`config.mk`:
```
export PLATFORM = sky130hd
export DESIGN_NAME = adc_seq_ctrl
export DESIGN_NICKNAME = d
export VERILOG_FILES = /design/src/rtl/adc_seq_pkg.sv /design/src/rtl/adc_seq_regs.sv /design/src/rtl/adc_seq_timer.sv /design/src/rtl/adc_seq_result.sv /design/src/rtl/adc_seq_ctrl.sv
export SDC_FILE = /design/constraint.sdc
export NUM_CORES = 1
export LEC_CHECK = 0
export ABC_AREA = 0
export BUFFER_PORTS_ARGS = -buffer_cell sky130_fd_sc_hd__buf_2
export CAP_MARGIN = 0
export CORE_AREA = 4 4 115 62
export DETAILED_ROUTE_END_ITERATION = 6
export DIE_AREA = 0 0 119 66
export PLACE_DENSITY = 0.64
export SLEW_MARGIN = 20
export SYNTH_ARGS = -nofsm -noshare
export SYNTH_HDL_FRONTEND = slang
export SYNTH_SLANG_ARGS = --single-unit
```
`constraint.sdc`:
```
create_clock -name clk -period 3.96 [get_ports clk]
set_input_delay 0.396 -clock clk [delete_from_list [all_inputs] [get_ports clk]]
set_output_delay 0.396 -clock clk [all_outputs]
set_load 0.01 [all_outputs]
```
`src/rtl/adc_seq_pkg.sv`:
```
package adc_seq_pkg;

   localparam int CTRL_W = 8;

   // Control word bit positions: software decodes these.
   typedef struct packed {
      logic       en;
      logic       start;
      logic       free_run;
      logic       flag;
      logic       rsv;
      logic [2:0] ps;
   } ctrl_t;

endpackage

```
`src/rtl/adc_seq_regs.sv`:
```
module adc_seq_regs
   import adc_seq_pkg::*;
#(
   parameter int PS_W  = 3,
   parameter int MUX_W = 4
)(
   input  logic              clk,
   input  logic              rst_n,
   input  logic              wr_en,
   input  logic              wr_sel,
   input  logic [CTRL_W-1:0] wr_data,
   input  logic              complete,
   input  logic              restart,
   output logic              en_q,
   output logic              start_q,
   output logic              fr_q,
   output logic              flag_q,
   output logic [PS_W-1:0]   ps_q,
   output logic [MUX_W-1:0]  mux_q,
   output logic              en_nx,
   output logic              fr_nx,
   output logic              go,
   output logic              go_first,
   output logic [PS_W-1:0]   go_ps,
   output logic              abort
);

   ctrl_t wf;
   logic  wr_ctrl;
   logic  wr_mux;
   logic  rise;
   logic  first_q;

   assign wf       = ctrl_t'(wr_data);
   assign wr_ctrl  = wr_en & ~wr_sel;
   assign wr_mux   = wr_en & wr_sel;
   assign rise     = wr_ctrl & ~en_q & wf.en;
   assign abort    = wr_ctrl & en_q & ~wf.en;
   assign go       = wr_ctrl & wf.en & wf.start & ~start_q;
   assign go_first = first_q | rise;
   assign go_ps    = wf.ps[PS_W-1:0];
   assign en_nx    = wr_ctrl ? wf.en : en_q;
   assign fr_nx    = wr_ctrl ? wf.free_run : fr_q;

   always_ff @(posedge clk or negedge rst_n) begin
      if (!rst_n) begin
         en_q    <= 1'b0;
         start_q <= 1'b0;
         fr_q    <= 1'b0;
         flag_q  <= 1'b0;
         ps_q    <= '0;
         mux_q   <= '0;
         first_q <= 1'b0;
      end else begin
         if (wr_ctrl) begin
            en_q <= wf.en;
            fr_q <= wf.free_run;
            ps_q <= wf.ps[PS_W-1:0];
         end
         if (wr_mux)
            mux_q <= wr_data[MUX_W-1:0];
         if (complete)
            flag_q <= 1'b1;
         else if (wr_ctrl && wf.flag)
            flag_q <= 1'b0;
         if (abort)
            start_q <= 1'b0;
         else if (go)
            start_q <= 1'b1;
         else if (complete && !restart)
            start_q <= 1'b0;
         if (rise)
            first_q <= 1'b1;
         else if (complete)
            first_q <= 1'b0;
      end
   end

endmodule

```
`src/rtl/adc_seq_timer.sv`:
```
module adc_seq_timer #(
   parameter int PS_W      = 3,
   parameter int CNT_W     = 12,
   parameter int FIRST_CYC = 25,
   parameter int NORM_CYC  = 13
)(
   input  logic            clk,
   input  logic            rst_n,
   input  logic            go,
   input  logic            go_first,
   input  logic [PS_W-1:0] go_ps,
   input  logic            abort,
   input  logic            complete,
   input  logic            restart,
   input  logic [PS_W-1:0] ps_q,
   output logic            expire
);

   logic             busy_q;
   logic [CNT_W-1:0] cnt_q;

   // Reload value: (cycles << shift) - 1, code 0 shifts like code 1.
   function automatic logic [CNT_W-1:0] span(input logic [PS_W-1:0] ps, input logic first);
      logic [CNT_W-1:0] base;
      int               sh;
      base = first ? CNT_W'(FIRST_CYC) : CNT_W'(NORM_CYC);
      sh   = (ps == '0) ? 1 : int'(ps);
      return (base << sh) - CNT_W'(1);
   endfunction

   assign expire = busy_q & (cnt_q == '0);

   always_ff @(posedge clk or negedge rst_n) begin
      if (!rst_n) begin
         busy_q <= 1'b0;
         cnt_q  <= '0;
      end else if (abort) begin
         busy_q <= 1'b0;
      end else if (go) begin
         busy_q <= 1'b1;
         cnt_q  <= span(go_ps, go_first);
      end else if (complete) begin
         if (restart)
            cnt_q <= span(ps_q, 1'b0);
         else
            busy_q <= 1'b0;
      end else if (busy_q) begin
         cnt_q <= cnt_q - CNT_W'(1);
      end
   end

endmodule

```
`src/rtl/adc_seq_result.sv`:
```
module adc_seq_result #(
   parameter int MUX_W    = 4,
   parameter int RES_W    = 10,
   parameter int OUT_W    = 16,
   parameter bit LEFT_ADJ = 1'b0
)(
   input  logic             clk,
   input  logic             rst_n,
   input  logic             launch,
   input  logic             complete,
   input  logic [MUX_W-1:0] mux_q,
   input  logic [RES_W-1:0] conv_data,
   output logic             trig_valid,
   output logic [MUX_W-1:0] trig_mux,
   output logic             done_valid,
   output logic [MUX_W-1:0] done_mux,
   output logic [OUT_W-1:0] result_q
);

   localparam int PAD_W = OUT_W - RES_W;

   logic [MUX_W-1:0] lat_q;
   logic [OUT_W-1:0] aligned;

   generate
      if (PAD_W == 0) begin : g_exact
         assign aligned = conv_data;
      end else if (LEFT_ADJ) begin : g_left
         assign aligned = {conv_data, {PAD_W{1'b0}}};
      end else begin : g_right
         assign aligned = {{PAD_W{1'b0}}, conv_data};
      end
   endgenerate

   always_ff @(posedge clk or negedge rst_n) begin
      if (!rst_n) begin
         lat_q      <= '0;
         trig_valid <= 1'b0;
         trig_mux   <= '0;
         done_valid <= 1'b0;
         done_mux   <= '0;
         result_q   <= '0;
      end else begin
         trig_valid <= launch;
         done_valid <= complete;
         if (launch) begin
            lat_q    <= mux_q;
            trig_mux <= mux_q;
         end
         if (complete) begin
            done_mux <= lat_q;
            result_q <= aligned;
         end
      end
   end

endmodule

```
`src/rtl/adc_seq_ctrl.sv`:
```
module adc_seq_ctrl
   import adc_seq_pkg::*;
#(
   parameter int PS_W      = 3,
   parameter int MUX_W     = 4,
   parameter int RES_W     = 10,
   parameter int OUT_W     = 16,
   parameter bit LEFT_ADJ  = 1'b0,
   parameter int FIRST_CYC = 25,
   parameter int NORM_CYC  = 13
)(
   input  logic              clk,
   input  logic              rst_n,
   input  logic              wr_en,
   input  logic              wr_sel,
   input  logic [7:0]        wr_data,
   input  logic [RES_W-1:0]  conv_data,
   output logic [7:0]        ctrl_q,
   output logic              trig_valid,
   output logic [MUX_W-1:0]  trig_mux,
   output logic              done_valid,
   output logic [MUX_W-1:0]  done_mux,
   output logic [OUT_W-1:0]  result_q
);

   localparam int MAX_SH  = (1 << PS_W) - 1;
   localparam int MAX_LEN = FIRST_CYC << MAX_SH;
   localparam int CNT_W   = $clog2(MAX_LEN + 1);

   generate
      if (PS_W < 1 || PS_W > 3) begin : g_bad_ps
         $error("PS_W must fit the 3-bit prescaler field");
      end
      if (MUX_W < 1 || MUX_W > CTRL_W) begin : g_bad_mux
         $error("MUX_W must fit the write data");
      end
      if (OUT_W < RES_W) begin : g_bad_out
         $error("OUT_W must hold RES_W");
      end
      if (NORM_CYC < 1 || FIRST_CYC < NORM_CYC) begin : g_bad_cyc
         $error("first conversion must not be shorter than a normal one");
      end
   endgenerate

   logic            en_q, start_q, fr_q, flag_q;
   logic [PS_W-1:0] ps_q, go_ps;
   logic [MUX_W-1:0] mux_q;
   logic            en_nx, fr_nx, go, go_first, abort;
   logic            expire, complete, restart;

   assign complete = expire & en_nx & ~abort;
   assign restart  = complete & fr_nx;

   adc_seq_regs #(.PS_W(PS_W), .MUX_W(MUX_W)) u_regs (
      .clk(clk), .rst_n(rst_n), .wr_en(wr_en), .wr_sel(wr_sel), .wr_data(wr_data),
      .complete(complete), .restart(restart),
      .en_q(en_q), .start_q(start_q), .fr_q(fr_q), .flag_q(flag_q), .ps_q(ps_q),
      .mux_q(mux_q), .en_nx(en_nx), .fr_nx(fr_nx), .go(go), .go_first(go_first),
      .go_ps(go_ps), .abort(abort)
   );

   adc_seq_timer #(.PS_W(PS_W), .CNT_W(CNT_W), .FIRST_CYC(FIRST_CYC), .NORM_CYC(NORM_CYC)) u_timer (
      .clk(clk), .rst_n(rst_n), .go(go), .go_first(go_first), .go_ps(go_ps),
      .abort(abort), .complete(complete), .restart(restart), .ps_q(ps_q),
      .expire(expire)
   );

   adc_seq_result #(.MUX_W(MUX_W), .RES_W(RES_W), .OUT_W(OUT_W), .LEFT_ADJ(LEFT_ADJ)) u_result (
      .clk(clk), .rst_n(rst_n), .launch(go | restart), .complete(complete),
      .mux_q(mux_q), .conv_data(conv_data),
      .trig_valid(trig_valid), .trig_mux(trig_mux),
      .done_valid(done_valid), .done_mux(done_mux), .result_q(result_q)
   );

   assign ctrl_q = {en_q, start_q, fr_q, flag_q, 1'b0, 3'(ps_q)};

endmodule

```
==> flow_summary.ini, run 1 <==
[clocking]
htree_num_levels = 2
root_buffer = clkbuf_16
cts_made_buffers = 5
clock_latency_ns = 0.28
ctsLongestPathBuffers = 2
cts_resized = 0
cts_setup_buffers = 0
clk_pin_slew_ns = 0.07
cts.sinks = 45
cts_tree = built
cts_hold_buf = 0

[power_and_ir_drop]
finalPower_uw = 1660
sw_frac_of_total_pct = 35.3
ir_drop_mv = 0.261
powerDensity_nw_per_um2 = 540
combPwrFrac_pct = 31.2
pwr-share-seq_pct = 40.1
p_int_uw = 1080
clkPwrFrac_pct = 28.7
power_switching_uw = 588
p_leak_uw = 0.00144

[critical_path]
end_kind = register
critical_path_arrival_ns = 3.22
startpoint_type = register
crit_type = reg -> reg
rrSetupSlack_ns = 0.91
crit_required_ns = 4.13
crit_path_max_fanout = 18

[synth]
synth_top_cell_by_area = dfrtp_1
avgSynthCellArea_sq_um = 9.13
syn_area_sq_um = 2690
synth_edf_count = 0
synthTopCellsByArea = dfrtp_1, nand2_1, o21ai_0, buf_4, mux2_2
synthArstFlopShare_pct = 100
yosys_most_used_dff = dfrtp_1
yosysWarnings = 0
netlist-cell-type-count = 62
yosys_register_bits = 45
synth_top_area_share_pct = 41.8
yosysSeqAreaShare_pct = 41.8
synthCells = 295

[timing]
setup_violations = 0
hold_viol = 0
fmax_ghz = 0.328
final.setup.tns_ns = 0
rsz0062_at_grt = no
setup_slack_ns = 0.913
min_period_over_period_pct = 77.0
clock-skew-final_ns = 0.00402
slew_headroom_pct = 33.1
fin_crit_ns = 3.05
drv_slew = 0
tightest_slew_ns = 0.998

[drt]
drtIter0Drc = 294
viasPerCell = 5.39
dr.pass1.iters = 5
drc = 0
met3_length_um = 454
dr_wl_met2_um = 2920
antenna_left = 0
num_vias = 2254
wire_per_inst_um = 15.7
wirelength_um = 6580
wl_met1_um = 3140
top_layer_used = met4

[flow_run]
max-cap-violations = 0

[global_routing]
antenna_found_initial = 0
grt_pass1_vias = 2089
grt_max_degree = 46
grt_pass1_wl_um = 10900
grt_usage_pct = 17.2
grt.overflow.total = 0

[cells_and_area]
nFillCells = 592
area_growth_pct = 14.3
drive_above_1_share_pct = 23.9
final_cells = 418
seq_area_sq_um = 1130
layout_commonest_cell = nand2_1
multiInputGateArea_sq_um = 1390
final_cell_mix = nand2_1, buf_2, dfrtp_1, o21ai_0, inv_1
final_nets = 356
diodes = 0

[min_path]
hold_class = in -> async

[placement]
place_inst = 410
portBuffers = 48
gp_congestion = 0.966
detailed_place_hpwl_um = 4850
dp_slack_ns = 0.841

[status]
status = finished, final reports clean

[floorplanning]
fp.dieW_um = 119
rows = 20
initial_core_util_pct = 44.7
die_y_um = 66
core-area_sq_um = 6030
die_area_sq_um = 7850
num_io_pins = 56
## cells in the mapped netlist (3+ instances only)
library cell and number:
a21o_1 3, a21oi_1 6, a31oi_1 6, buf_2 4
buf_4 11, clkbuf_1 10, dfrtp_1 45, ha_1 5
inv_1 11, mux2_2 7, nand2_1 67, nand3_1 7
nor2_1 10, nor2b_1 3, nor3_1 5, nor4_1 7
o21a_1 3, o21ai_0 18, o31ai_1 5, or4_1 9
xnor2_1 3
## flip-flops by register name (all words and copies together), names as in the netlist
register / count
u_regs.flag_q: 1
u_result.trig_valid: 1
u_timer.busy_q: 1
u_result.trig_mux: 4
u_timer.cnt_q: 12
u_regs.first_q: 1
u_result.done_valid: 1
u_result.done_mux: 4
u_regs.en_q: 1
u_regs.fr_q: 1
u_regs.mux_q: 4
u_result.result_q: 10
u_regs.start_q: 1
u_regs.ps_q: 3
## power groups by stage
| stage | clock [uW] | combinational (uW) | sequential [uW] |
|---|---|---|---|
| floorplan | 0 | 397 | 644 |
| global placement | 0 | 506 | 669 |
| detailed placement | 0 | 515 | 672 |
| CTS | 485 | 518 | 664 |
| global route | 506 | 578 | 680 |
| finish | 477 | 519 | 668 |
## through the flow
step	area [sq um]	util, %	hold WS (ns)
global route	3080	51.1	0.167
detailed placement	2910	48.2	0.452
global placement	2910	48.2	0.444
finish	3080	51.1	0.104
CTS	3080	51.0	0.304
floorplan	2720	-	0.100
## critical path: stages, from the launching register on
cell	delay, ns
dfrtp_1	0.45
or4_1	0.70
or4_1	0.88
nor4_2	0.39
nor3b_1	0.11
xnor2_1	0.15
mux2_2	0.26
## layer usage
layer	global-route usage, %	up-vias
met4	4.18	0
li1	-	1110
met1	24.2	1042
met5	0	-
met2	27.3	94
met3	3.68	8
## cells by family (layout without fill, tap and decap cells)
kind of cell / Yosys count / in the layout / synth area share [%]
AOI/OAI and AO/OA: 65 / 65 / 17.6
xor gates and xnor gates: 4 / 4 / 1.30
adders and majority gates: 5 / 5 / 2.32
buffers and inverters: 39 / 68 / 7.71
DFF: 45 / 45 / 41.8
muxes: 9 / 9 / 4.13
other: 1 / 7 / 0.139
and+or+nand+nor: 127 / 127 / 25.0
## final timing paths
path                                      start              endpoint  cells past startpoint
max                            u_timer.cnt_q[1]      u_timer.cnt_q[3]                      6
min                                       rst_n        u_regs.first_q                      1
max reg2reg                    u_timer.cnt_q[1]      u_timer.cnt_q[3]                      6
min reg2reg                u_result.result_q[1]  u_result.result_q[1]                      2
max in group asynchronous                 rst_n  u_result.done_mux[2]                      1
min in group clk                   conv_data[1]  u_result.result_q[1]                      3
## area by class of cell
cell class,count,share of cell area (%)
clock buffers,6,4.19
inverters,12,1.46
clock inverters,2,1.26
repair buffers,48,7.88
multi-input cells,217,45.1
flip-flops and latches,45,36.6
well taps,88,3.58
Note: power is estimated with default switching activity, not from simulation.
==> inputs of run 2 (changes only) <==
clock period = 3.1 ns   (was 3.96 ns; I/O delays follow)
==> run 2 against run 1 <==
Against the previous run:
- non-clock buffer count is 9 higher
- core utilization is 0.79 points higher
- clock skew is 0.0016 ns higher
- worst setup slack worse by 0.50 ns
- critical endpoint is now u_timer.cnt_q[7]
- largest cell class unchanged
==> flow_summary.ini, run 2 (synthesis results as in run 1) <==
[status]
status = finished, final reports clean

[floorplanning]
die_y_um = 66
initial_core_util_pct = 44.7
num_io_pins = 56
rows = 20
core-area_sq_um = 6030
fp.dieW_um = 119
die_area_sq_um = 7850

[critical_path]
crit_type = reg -> reg
end_kind = register
startpoint_type = register
crit_path_max_fanout = 5
crit_required_ns = 3.31
critical_path_arrival_ns = 2.90

[global_routing]
antenna_found_initial = 0
grt_pass1_wl_um = 10900
grt_max_degree = 46
grt.overflow.total = 0
grt_pass1_vias = 2185
grt_usage_pct = 17.6

[cells_and_area]
area_growth_pct = 16.1
seq_area_sq_um = 1130
nFillCells = 567
multiInputGateArea_sq_um = 1390
final_cell_mix = nand2_1, buf_2, dfrtp_1, o21ai_0, inv_1
layout_commonest_cell = nand2_1
reg_top3 = u_timer.cnt_q: 12 flops, u_result.result_q: 10 flops
final_nets = 365
top_register = u_timer.cnt_q
final_area_sq_um = 3130
drive_above_1_share_pct = 26.3
diodes = 0
largest_reg_flops = 12

[flow_run]
max-cap-violations = 0

[timing]
final.setup.tns_ns = 0
rsz0062_at_grt = no
fmax_ghz = 0.372
hold_viol = 0
drv_slew = 0
setup_violations = 0
tightest_slew_ns = 0.607
clock-skew-final_ns = 0.00563
fin_crit_ns = 2.69
slew_headroom_pct = 59.2
min_period_over_period_pct = 86.6

[power_and_ir_drop]
ir_drop_mv = 0.304
p_leak_uw = 0.00147
powerDensity_nw_per_um2 = 666

[clocking]
cts_setup_buffers = 0
cts_hold_buf = 0
clk_pin_slew_ns = 0.07
cts_tree = built
cts.sinks = 45
cts_resized = 0
ctsLongestPathBuffers = 2
htree_num_levels = 2
clock_latency_ns = 0.29
cts_made_buffers = 5
root_buffer = clkbuf_16

[drt]
antenna_left = 0
drtIter0Drc = 149
viasPerCell = 5.41
num_vias = 2312
dr.pass1.iters = 4
wire_per_inst_um = 15.6
wirelength_um = 6660
drc = 0

[min_path]
hold_class = in -> async

[placement]
dpl_cell_area_sq_um = 2980
gp_congestion = 0.923
portBuffers = 48
detailed_place_hpwl_um = 4980
run 2: power by group:
group          total [uW]  switching, uW  internal (uW)
clock network         541            240            300
registers             847            142            706
logic                 695            389            306
run 2: routing by layer:
metal / wire [um] / vias up / part of all wire [%] / track usage (%)
met5: 0 / - / 0 / 0
li1: - / 1123 / - / -
met1: 3230 / 1098 / 48 / 25.2
met4: 53 / 0 / 0.80 / 5.34
met2: 2940 / 87 / 44 / 26.9
met3: 447 / 4 / 6.7 / 3.33
run 2: worst paths after layout:
path	slack [ns]	end	start	cells past startpoint
setup / recovery	0.41	u_timer.cnt_q[7]	u_regs.ps_q[0]	9
hold / removal	0.01	u_timer.cnt_q[7]	rst_n	1
setup reg to reg	0.41	u_timer.cnt_q[7]	u_regs.ps_q[0]	9
hold reg to reg	0.46	u_result.done_mux[3]	u_result.done_mux[3]	2
max in group asynchronous	2.69	u_result.result_q[8]	rst_n	1
min in group clk	0.22	u_result.result_q[9]	conv_data[9]	3
run 2: layout make-up:
| class | instances | area share, % |
|---|---|---|
| Multi-Input combinational cell | 217 | 44.4 |
| Inverter | 12 | 1.44 |
| Tap cell | 88 | 3.52 |
| Sequential cell | 45 | 36.0 |
| Clock inverter | 3 | 0.720 |
| Timing Repair Buffer | 57 | 9.92 |
| Clock buffer | 5 | 4.00 |
run 2: stage by stage:
step / total power [uW] / utilization, % / std cells / worst slack [ns] / hold WS (ns)
after floorplan: 1330 / - / 301 / 0.393 / 0.0144
after detailed placement: 1540 / 49.4 / 419 / 0.416 / 0.450
after CTS: 2090 / 51.8 / 427 / 0.427 / 0.217
after global routing: 2210 / 51.8 / 427 / 0.237 / 0.0636
final: 2080 / 51.8 / 427 / 0.414 / 0.0108
after global placement: 1530 / 49.4 / 419 / 0.432 / 0.444
run 2: critical path, stage by stage, from the launching register on:
cell,delay (ns)
dfrtp_1,0.42
or2_2,0.38
ha_1,0.32
nor2_1,0.04
a21oi_1,0.14
nor4_1,0.09
o31ai_2,0.37
nand3_1,0.27
or3_1,0.38
a31oi_1,0.19
==> inputs of run 3 (changes only) <==
clock period = 3.35 ns   (was 3.1 ns; I/O delays follow)
==> run 3 against run 2 <==
Against the previous run:
- highest routed layer unchanged
- clock power is 6.3% higher
- combinational power is 11% lower
- total power is 5.1% lower
- sequential cell count stayed put
- fmax is 9.5% lower
- via count is 0.26% higher
- clock skew is 0.0010 ns higher
==> flow_summary.ini, run 3 (synthesis results as in run 1) <==
[timing]
setup_violations = 0
tightest_slew_ns = 0.975
min_period_over_period_pct = 88.6
rsz0062_at_grt = no
fmax_ghz = 0.337
setup_slack_ns = 0.381
final.setup.tns_ns = 0
clock-skew-final_ns = 0.00664
fin_crit_ns = 2.97
hold_viol = 0
drv_slew = 0
slew_headroom_pct = 34.6

[cells_and_area]
reg_top3 = u_timer.cnt_q: 12 flops, u_result.result_q: 10 flops
largest_reg_flops = 12
diodes = 0
drive_above_1_share_pct = 24.4
final_nets = 358
final_cells = 420
top_register = u_timer.cnt_q
area_growth_pct = 14.9
final_area_sq_um = 3090
layout_commonest_cell = nand2_1
final_cell_mix = nand2_1, buf_2, dfrtp_1, o21ai_0, inv_1

[clocking]
cts_made_buffers = 5
root_buffer = clkbuf_16
htree_num_levels = 2
ctsLongestPathBuffers = 2
clock_latency_ns = 0.29
cts_hold_buf = 0
cts.sinks = 45
clk_pin_slew_ns = 0.07
cts_resized = 0
cts_setup_buffers = 0
cts_tree = built

[min_path]
hold_class = in -> async

[power_and_ir_drop]
p_leak_uw = 0.00145
ir_drop_mv = 0.267
powerDensity_nw_per_um2 = 639
finalPower_uw = 1980

[global_routing]
grt_max_degree = 46
antenna_found_initial = 0
grt_pass1_vias = 2196
grt.overflow.total = 0
grt_usage_pct = 17.4
grt_pass1_wl_um = 10900

[placement]
detailed_place_hpwl_um = 4810
portBuffers = 48
gp_congestion = 0.940
dp_slack_ns = 0.377
dpl_cell_area_sq_um = 2920
place_inst = 412

[drt]
drtIter0Drc = 294
wirelength_um = 6610
antenna_left = 0
drc = 0
dr.pass1.iters = 5
viasPerCell = 5.52
wire_per_inst_um = 15.7
num_vias = 2318

[critical_path]
startpoint_type = register
crit_type = reg -> reg
crit_path_max_fanout = 7
cp_slowest_cell = dfrtp_1
crit_top_cell = nor2_1
crit_chain = nor2_1 -> or2_2 -> ha_1 -> nor2_1 -> a21oi_1 -> nor4_1 -> o31ai_2 -> nand3_1 -> or4_1 -> a31oi_1
end_kind = register
critical_path_arrival_ns = 3.18
path_buf_inv = 0
startpoint = u_regs.ps_q[1]
crit_required_ns = 3.56
rr_startpoint = u_regs.ps_q[1]
crit_family = simple AND/OR/NAND/NOR gates
cpPeakStageDelay_ns = 0.50

[floorplanning]
rows = 20
die_area_sq_um = 7850
die_y_um = 66
core-area_sq_um = 6030
fp.dieW_um = 119
initial_core_util_pct = 44.7
num_io_pins = 56

[status]
status = finished, final reports clean

[flow_run]
max-cap-violations = 0
[run 3: changes by cell type in the layout (fill, tap and decap cells not counted), sizes merged]
| cell | delta |
|---|---|
| clkbuf | +1 |
| buf | -7 |
| bufinv | +1 |
| clkinv | -2 |
[run 3: worst paths after layout]
| kind | endpoint | slack, ns | cells past startpoint |
|---|---|---|---|
| max | u_timer.cnt_q[10] | 0.38 | 10 |
| min | u_timer.cnt_q[10] | 0.04 | 1 |
| max reg2reg | u_timer.cnt_q[10] | 0.38 | 10 |
| min reg2reg | u_result.result_q[3] | 0.46 | 2 |
| max in group asynchronous | u_result.done_mux[3] | 2.92 | 1 |
| min in group clk | u_result.result_q[8] | 0.24 | 3 |
[run 3: layer usage]
layer  vias up  share of wire (%)  global-route usage (%)  routed length, um
met3        15                7.4                    4.27                487
met1      1089                 46                    22.9               3010
li1       1110                  -                       -                  -
met4         0                2.1                    6.49                139
met2       104                 45                    28.0               2980
met5         -                  0                       0                  0
[run 3: final cells by class]
class | instances | area, sq um
inverter | 12 | 45.0
tap | 88 | 110
multi-input combinational | 217 | 1390
sequential | 45 | 1130
clock inverter | 2 | 38.8
timing repair buffer | 50 | 258
clock buffer | 6 | 129
fill | 556 | 2940
[run 3: power breakdown]
part	switching, uW	internal, uW	total (uW)
Combinational	353	269	622
Sequential	127	653	780
Clock	221	354	575
Total	701	1280	1980
[run 3: per-stage QoR]
| step | utilization [%] | hold WS (ns) |
|---|---|---|
| final | 51.3 | 0.0351 |
| after global routing | 51.3 | 0.0965 |
| after CTS | 51.3 | 0.241 |
| after detailed placement | 48.5 | 0.450 |
| after global placement | 48.5 | 0.444 |
| after floorplan | - | 0.0394 |
